File: src/rtl/rv_alu_pkg.sv
package rv_alu_pkg;

    localparam int XLEN = 32;
    localparam int SHW  = $clog2(XLEN);

    typedef enum logic [2:0] {
        OP_ADD  = 3'd0,
        OP_SLL  = 3'd1,
        OP_SLT  = 3'd2,
        OP_SLTU = 3'd3,
        OP_XOR  = 3'd4,
        OP_SR   = 3'd5,
        OP_OR   = 3'd6,
        OP_AND  = 3'd7
    } alu_op_e;

endpackage

File: src/rtl/alu_flag_gate.sv
module alu_flag_gate (
    input  logic bit30_i,
    input  logic en_i,
    output logic flag_o
);
    // Mode bit reaches the datapath only when the sequencer allows it.
    always_comb begin
        flag_o = 1'b0;
        if (en_i) flag_o = bit30_i;
    end
endmodule

File: src/rtl/alu_addsub.sv
module alu_addsub #(
    parameter int W = 32
) (
    input  logic [W-1:0] a_i,
    input  logic [W-1:0] b_i,
    input  logic         sub_i,
    output logic [W-1:0] sum_o
);
    logic [W-1:0] b_eff;

    always_comb begin
        b_eff = sub_i ? ~b_i : b_i;
        sum_o = a_i + b_eff + {{(W-1){1'b0}}, sub_i};
    end

    // adding B back after a subtraction returns A.
    always_comb begin
        if (sub_i) begin
            p_sub_inverse_r2: assert (sum_o + b_i == a_i);
        end
    end
endmodule

File: src/rtl/alu_shifter.sv
module alu_shifter #(
    parameter int W = 32,
    localparam int SW = $clog2(W)
) (
    input  logic [W-1:0]  val_i,
    input  logic [SW-1:0] amt_i,
    input  logic          left_i,
    input  logic          arith_i,
    output logic [W-1:0]  res_o
);
    logic [W-1:0]  rev_in;
    logic [W-1:0]  rev_out;
    logic [W-1:0]  base;
    logic [W-1:0]  stage [0:SW];
    logic          fill;

    // Left shifts reuse the right shifter on a bit-reversed operand.
    for (genvar k = 0; k < W; k++) begin : g_rev_in
        assign rev_in[k] = val_i[W-1-k];
    end

    assign base     = left_i ? rev_in : val_i;
    assign fill     = arith_i & ~left_i & val_i[W-1];
    assign stage[0] = base;

    for (genvar s = 0; s < SW; s++) begin : g_stage
        localparam int STEP = 1 << s;
        assign stage[s+1] = amt_i[s]
            ? {{STEP{fill}}, stage[s][W-1:STEP]}
            : stage[s];
    end

    for (genvar k = 0; k < W; k++) begin : g_rev_out
        assign rev_out[k] = stage[SW][W-1-k];
    end

    assign res_o = left_i ? rev_out : stage[SW];

    always_comb begin
        // a zero shift amount leaves the operand unchanged.
        if (amt_i == '0) begin
            p_zero_amt_r4: assert (res_o == val_i);
        end
        // an arithmetic right shift of a negative value stays negative.
        if (arith_i && !left_i && val_i[W-1]) begin
            p_arith_fill_r5: assert (res_o[W-1]);
        end
        // the left shift never sets bit 0 unless the amount is 0.
        if (left_i && amt_i != '0) begin
            p_sll_low_zero_r4: assert (!res_o[0]);
        end
    end
endmodule

File: src/rtl/alu_compare.sv
module alu_compare #(
    parameter int W = 32
) (
    input  logic [W-1:0] a_i,
    input  logic [W-1:0] b_i,
    output logic         eq_o,
    output logic         lt_o,
    output logic         ltu_o
);
    logic [W:0] diff;

    always_comb begin
        diff  = {1'b0, a_i} - {1'b0, b_i};
        eq_o  = (diff[W-1:0] == '0);
        ltu_o = diff[W];
        lt_o  = (a_i[W-1] != b_i[W-1]) ? a_i[W-1] : diff[W];
    end

    always_comb begin
        // equality excludes both orderings.
        if (eq_o) begin
            p_eq_excl_r8: assert (!lt_o && !ltu_o);
        end
        // with the same sign bit the signed and unsigned orders agree.
        if (a_i[W-1] == b_i[W-1]) begin
            p_same_sign_r8: assert (lt_o == ltu_o);
        end
    end
endmodule

File: src/rtl/rv_alu.sv
module rv_alu
    import rv_alu_pkg::*;
(
    input  logic [XLEN-1:0] a_i,
    input  logic [XLEN-1:0] b_i,
    input  logic [2:0]      sel_i,
    input  logic            ir_bit30_i,
    input  logic            flag_en_i,
    input  logic            force_add_i,
    output logic [XLEN-1:0] y_o,
    output logic            eq_o,
    output logic            lt_o,
    output logic            ltu_o
);
    alu_op_e         op;
    logic            mode_flag;
    logic            do_sub;
    logic            do_left;
    logic [XLEN-1:0] sum;
    logic [XLEN-1:0] shifted;

    assign op      = alu_op_e'(sel_i);
    assign do_sub  = mode_flag & (op == OP_ADD) & ~force_add_i;
    assign do_left = (op == OP_SLL);

    alu_flag_gate u_gate (
        .bit30_i (ir_bit30_i),
        .en_i    (flag_en_i),
        .flag_o  (mode_flag)
    );

    alu_addsub #(.W(XLEN)) u_addsub (
        .a_i   (a_i),
        .b_i   (b_i),
        .sub_i (do_sub),
        .sum_o (sum)
    );

    alu_shifter #(.W(XLEN)) u_shift (
        .val_i   (a_i),
        .amt_i   (b_i[SHW-1:0]),
        .left_i  (do_left),
        .arith_i (mode_flag),
        .res_o   (shifted)
    );

    alu_compare #(.W(XLEN)) u_cmp (
        .a_i   (a_i),
        .b_i   (b_i),
        .eq_o  (eq_o),
        .lt_o  (lt_o),
        .ltu_o (ltu_o)
    );

    always_comb begin
        if (force_add_i) begin
            y_o = sum;
        end else begin
            unique case (op)
                OP_ADD:  y_o = sum;
                OP_SLL:  y_o = shifted;
                OP_SLT:  y_o = {{(XLEN-1){1'b0}}, lt_o};
                OP_SLTU: y_o = {{(XLEN-1){1'b0}}, ltu_o};
                OP_XOR:  y_o = a_i ^ b_i;
                OP_SR:   y_o = shifted;
                OP_OR:   y_o = a_i | b_i;
                OP_AND:  y_o = a_i & b_i;
                default: y_o = sum;
            endcase
        end
    end

    always_comb begin
        // set-less-than results hold only bit 0, taken from the comparator.
        if (!force_add_i && op == OP_SLT) begin
            p_slt_zext_r6: assert (y_o[XLEN-1:1] == '0 && y_o[0] == lt_o);
        end
        if (!force_add_i && op == OP_SLTU) begin
            p_sltu_zext_r6: assert (y_o[XLEN-1:1] == '0 && y_o[0] == ltu_o);
        end
        // with the pass-enable low, operation 0 always adds.
        if (!flag_en_i && op == OP_ADD) begin
            p_imm_no_sub_r9: assert (y_o - b_i == a_i);
        end
        // a forced add always yields the operand sum.
        if (force_add_i) begin
            p_force_sum_r7: assert (y_o - a_i == b_i);
        end
        // subtracting equal operands yields zero.
        if (do_sub && eq_o) begin
            p_sub_equal_zero_r2: assert (y_o == '0);
        end
    end
endmodule

File: config.mk
export PLATFORM = sky130hd
export DESIGN_NAME = rv_alu
export DESIGN_NICKNAME = d
export VERILOG_FILES = /design/src/rtl/rv_alu_pkg.sv /design/src/rtl/alu_flag_gate.sv /design/src/rtl/alu_addsub.sv /design/src/rtl/alu_shifter.sv /design/src/rtl/alu_compare.sv /design/src/rtl/rv_alu.sv
export SDC_FILE = /design/constraint.sdc
export NUM_CORES = 1
export LEC_CHECK = 0
export BUFFER_PORTS_ARGS = -buffer_cell sky130_fd_sc_hd__buf_2
export CAP_MARGIN = 20
export CORE_MARGIN = 8
export CORE_UTILIZATION = 45
export DETAILED_ROUTE_END_ITERATION = 10
export GPL_ROUTABILITY_DRIVEN = 0
export PLACE_DENSITY = 0.68
export SYNTH_ARGS = -nofsm -noshare
export SYNTH_HDL_FRONTEND = slang
export SYNTH_HIERARCHICAL = 1
export SYNTH_SLANG_ARGS = --single-unit
File: constraint.sdc
create_clock -name vclk -period 4.6
set_input_delay 0.23 -clock vclk [all_inputs]
set_output_delay 0.23 -clock vclk [all_outputs]
set_load 0.03 [all_outputs]
=== Word level (Yosys, flattened, before mapping) ===
Cells that the tools add are included.

* Bits in registers: 0
* Bits of input ports: 70
* Output and inout bits: 35
* Word-level logic and storage cells: 36

* Add/sub/neg operators: 3
* Eq/ne operators: 8
* Muxes and demuxes: 12
* Bitwise logic cells: 10
* Reduce and logical (&&, ||, !) cells: 3

{| class="wikitable"
|+ Operators by type and width
! operator !! count
|-
| $mux 32 || 9
|-
| $pmux 32 s7 || 1
|-
| $sub 32x32->33 || 1
|-
| $add 32x1->32 || 1
|-
| $add 32x32->32 || 1
|-
| $and 32x32->32 || 1
|-
| $logic_not 32->1 || 1
|-
| $not 32->32 || 1
|-
| $or 32x32->32 || 1
|-
| $xor 32x32->32 || 1
|-
| $eq 3x3->1 const B || 4
|-
| $eq 3x2->1 const B || 2
|-
| $and 1x1->1 || 4
|-
| $eq 3x1->1 const B || 1
|-
| $logic_not 3->1 || 1
|-
| $mux 1 || 2
|-
| $not 1->1 || 2
|-
| $reduce_or 2->1 || 1
|-
| $ne 1x1->1 || 1
|}

=== Depth between registers and ports, before layout ===
* Depth after elaboration: 12
* Depth in mapped cells: 17
* Depth with buffers taken out: 16

=== By module ===
Netlist, hierarchy kept.

{| class="wikitable"
|+ By module, submodules not included
! module !! instances !! cells each !! area an instance (µm²) !! seq. area each (µm²)
|-
| alu_shifter || 1 || 461 || 3,594.7 || 0.0
|-
| rv_alu || 1 || 325 || 2,423.6 || 0.0
|-
| alu_addsub || 1 || 292 || 2,145.8 || 0.0
|-
| alu_compare || 1 || 318 || 2,134.5 || 0.0
|-
| alu_flag_gate || 1 || 1 || 6.3 || 0.0
|}

=== Worst setup path before layout ===
OpenSTA, ideal clock, no wires.

* Path type: input port to output port
* Start: input port sel_i[2]
* End: output port y_o[28]
* Data arrival time: 3.937 ns
* Required time: 4.370 ns
* Setup slack: 0.433 ns
* Cell stages on the path: 17
* Path through: buf_2 nor3_1 and3b_1 buf_6 clkbuf_1 xor2_1 inv_1 fa_1 nand2b_1 a21oi_1 nor2_1 o211ai_1 o22ai_1 o311a_1 nor3_1 nor2_1 a21oi_1

* Elaborated cells between the ends (all ways): 26
* Classes of those cells: add/sub (2); eq/ne (7); mux (10); bitwise (5); reduce/logical (2)

{| class="wikitable"
|+ RTL lines
! what !! line !! source
|-
| start, declared || rv_alu.sv:6 || <nowiki>input logic [2:0] sel_i,</nowiki>
|-
| $logic_not 3->1 (*) || rv_alu.sv:23 || <nowiki>assign do_sub = mode_flag & (op == OP_ADD) & ~force_add_i;</nowiki>
|-
| $and 1x1->1 (*) (2 in a row) || rv_alu.sv:23 ||
|-
| named net do_sub || rv_alu.sv:17 || <nowiki>logic do_sub;</nowiki>
|-
| $mux 32 || alu_addsub.sv:12 || <nowiki>b_eff = sub_i ? ~b_i : b_i;</nowiki>
|-
| $add 32x32->32 || alu_addsub.sv:13 || <nowiki>sum_o = a_i + b_eff + {{(W-1){1'b0}}, sub_i};</nowiki>
|-
| $add 32x1->32 (*) || alu_addsub.sv:13 ||
|-
| named net sum[28] || rv_alu.sv:19 || <nowiki>logic [XLEN-1:0] sum;</nowiki>
|-
| $pmux 32 s7 || rv_alu.sv:59 || <nowiki>unique case (op)</nowiki>
|-
| $mux 32 (*) || rv_alu.sv:56 || <nowiki>if (force_add_i) begin</nowiki>
|-
| end, declared || rv_alu.sv:10 || <nowiki>output logic [XLEN-1:0] y_o,</nowiki>
|}

The timed path passes the listed nets; every way through them passes the cells marked *.

=== Worst setup path after layout ===
* Start: input port sel_i[2]
* End: output port y_o[25]

The elaborated chain is that of the path after synthesis.

==> implementation parameters <==
Parameter                              Value

Status
  Outcome    complete, no violations

STA
  Final Cycle Share    0.933
  Worst relative slew slack    0.280
  Setup repair after global routing missed its margin    no
  Summed negative setup slack over all endpoints    0 ps
  Upper clock frequency limit    233 MHz
  Number of max-slew violations in the final report    0
  Slack of the critical path    309 ps
  Final setup vio count    0
  Final Hold Viols    0
  Transition time at the pin with the least slew margin    1080 ps
  Crit path time final    approximately 4300 ps

Floorplanning
  Die Wd    between 150 and 200 um
  Number of rows in the core area    55
  Die span in y    roughly 170 um
  Die ar.    between 20000 and 30000 um2
  Starting utilization of the core area    0.457
  Top-level port count    105
  Core Area    22600 um2

Detailed routing
  Uppermost metal layer occupied by signal nets    met5
  Routed met3 length    4100 um
  Vias per Instance    between 6 and 7
  Number of DRC markers after the initial detailed-route iteration    about 1.7k
  Detailed-route wire length per cell    23.9 um
  Post-route DRC    0
  Number of detailed-route iterations in the first pass    6
  Met2 WL post-DR    around 18000 um
  Detailed Route WL    a little over 40000 um
  Post-DRT Antenna Nets    0
  Routed vias    11.8k
  Met1 wire length    16600 um

Global routing
  Initial antenna violation count    1
  Remaining global-route overflow    0
  First-pass GRT wire length    approximately 64000 um
  Maximum number of pins on one net before global-route repair    between 80 and 90
  Total GRT Usage    0.279
  Via count of the first global-routing pass    about 11k

Logic synthesis
  Net count of the mapped netlist    approximately 1.6k
  Sequential cell area fraction in the yosys report    0
  Share of Yosys cell area claimed by the top area cell type    0.157
  Library cell with the highest instance count after synthesis    nor2_1
  Count of unique library cells instantiated by Yosys    97
  Top cells by count, synth    nor2_1, ha_1, inv_1, a21oi_1, nand2_1
  Cell Area, Synth    around 10000 um2
  Syn Area/Cell    roughly 7.4 um2
  Synth warnings    6
  Dominant cells by area after synthesis    ha_1, mux4_2, nor2_1, a21oi_1, mux2_2
  Synthesized instance count    roughly 1.4k
  Cell type contributing the most total cell area after synthesis    ha_1

Critical path
  CP Launch Point    sel_i[2]
  Max Fanout on Critical Path    24
  Master of the slowest instance on the critical path    nor3_1
  Crit path required time    roughly 4400 ps
  Category of the worst setup path capture point    output port
  Stages on the worst setup path    16
  List of cells traversed by the critical path    buf_2 > nor3_1 > and3b_2 > buf_4 > xor2_1 > ha_1 > a21oi_1 > o21ai_0 > a21o_1 > a311oi_2 > o41ai_4 > a31oi_1 > xnor2_1 > nor2_1 > a21oi_1 > buf_2
  Slowest stage delay, CP    ~400 ps
  Cell family contributing the most delay on the critical path    compound AO/OA/AOI/OAI gates
  Critical path buffers and inverters    3
  Arrival time at the worst endpoint    roughly 4100 ps
  Startpoint types    input pin
  Worst setup path class    in -> out
  Critical Path End    y_o[25]

Clock network
  Post-CTS Resized    0
  Hold-fix buffers, CTS    0
  Number of post-CTS setup repair buffers    0

Min path
  Worst min-delay path class    in -> out
  Origin of the worst min-delay path    force_add_i

Finish
  Sequential cell area    0 um2
  Non-filler cells in the finished layout    approximately 1.7k
  Relative area change from synthesis to final layout    6.96%
  Number of nets in the final layout    ~1.6k
  Share of layout cells above drive strength 1    0.207
  Core occupancy in the finished layout    0.488
  Total number of sequential cells    0
  Post-route cell area    11000 um2
  Antenna cells    0
  Count of clock buffers in the final design    0

Power and ir drop
  Leakage    a little over 5 nW
  Worst vdd rail ir drop    100 uV
  Power per cell area    roughly 150 nW/um2

Placement
  Placed Cells    between 1.5k and 2k
  Pre-CTS setup slack    ~390 ps
  Sum of net half-perimeters after detailed placement    32200 um
  Total cell area at the placement stage    around 11000 um2
  Port Buf Inserts    between 100 and 150

Job
  Maxcap violations    0
[cells in the final DEF, fill, tap and decap left out, types with 6 or more instances in the layout]
cell type    n
a22o_1      32
nand4_1     20
mux2i_1     35
a21o_1      24
o21a_1       9
o211ai_1    14
ha_1       129
a211o_1      9
a21oi_1    111
mux4_2      34
nor2_1     151
o21ai_0     40
inv_1      119
buf_4       33
xnor2_1     27
buf_2      104
nand3_1     28
nor4_1       7
nor2b_1     15
a221oi_1     9
o31ai_1     12
nand2b_1    13
o21bai_1    10
nor3_1      28
and2_1       8
xor2_1      50
o22ai_1     19
a211oi_1    15
a21boi_0     6
mux2_2      48
nand2_1    103
a221oi_2    31
a31oi_1     14
or2_2        9
[how the worst min path moves through the flow]
stage	end	slack, ps	cells past startpoint
6_report	y_o[13]	1090	5
5_1_grt	y_o[11]	1110	5
4_1_cts	y_o[13]	1080	5
3_5_place_dp	y_o[13]	1070	5
3_3_place_gp	y_o[13]	1060	5
2_1_floorplan	lt_o	710	2
[layer usage]
metal  global-route usage  vias to the layer above
li1                     -                     5322
met1                0.350                     5477
met2                0.444                      805
met3               0.0531                      161
met4                0.151                        2
met5                    0                        -
[logic make-up after synthesis]
kind of cell / Yosys count / share of synthesized area
AO/OA/AOI/OAI: 433 / 0.324
AND/OR/NAND/NOR: 424 / 0.195
buffers and inverters: 212 / 0.0902
adder cells (fa/ha/maj): 131 / 0.161
multiplexers: 120 / 0.164
XOR/XNOR: 77 / 0.0654
[cell type report]
class / count / area, um2
multi-input cells: 1185 / 9390
repair buffers: 140 / 823
well taps: 285 / 357
inverters: 121 / 454
fillers: 2303 / 11500
[through the flow]
stage               power [W]  hold WS, ps
floorplan             0.00113          715
global placement      0.00158         1060
detailed placement    0.00159         1070
CTS                   0.00160         1080
global route          0.00175         1110
finish                0.00165         1090
[power by group]
| part | total, W | leakage [nW] | internal, W | switching (W) |
|---|---|---|---|---|
| sequential | 0 | 0 | 0 | 0 |
| clock | 0 | 0 | 0 | 0 |
| combinational | 0.00165 | 5.13 | 0.000599 | 0.00105 |
Note: power is estimated with default switching activity, not from simulation.
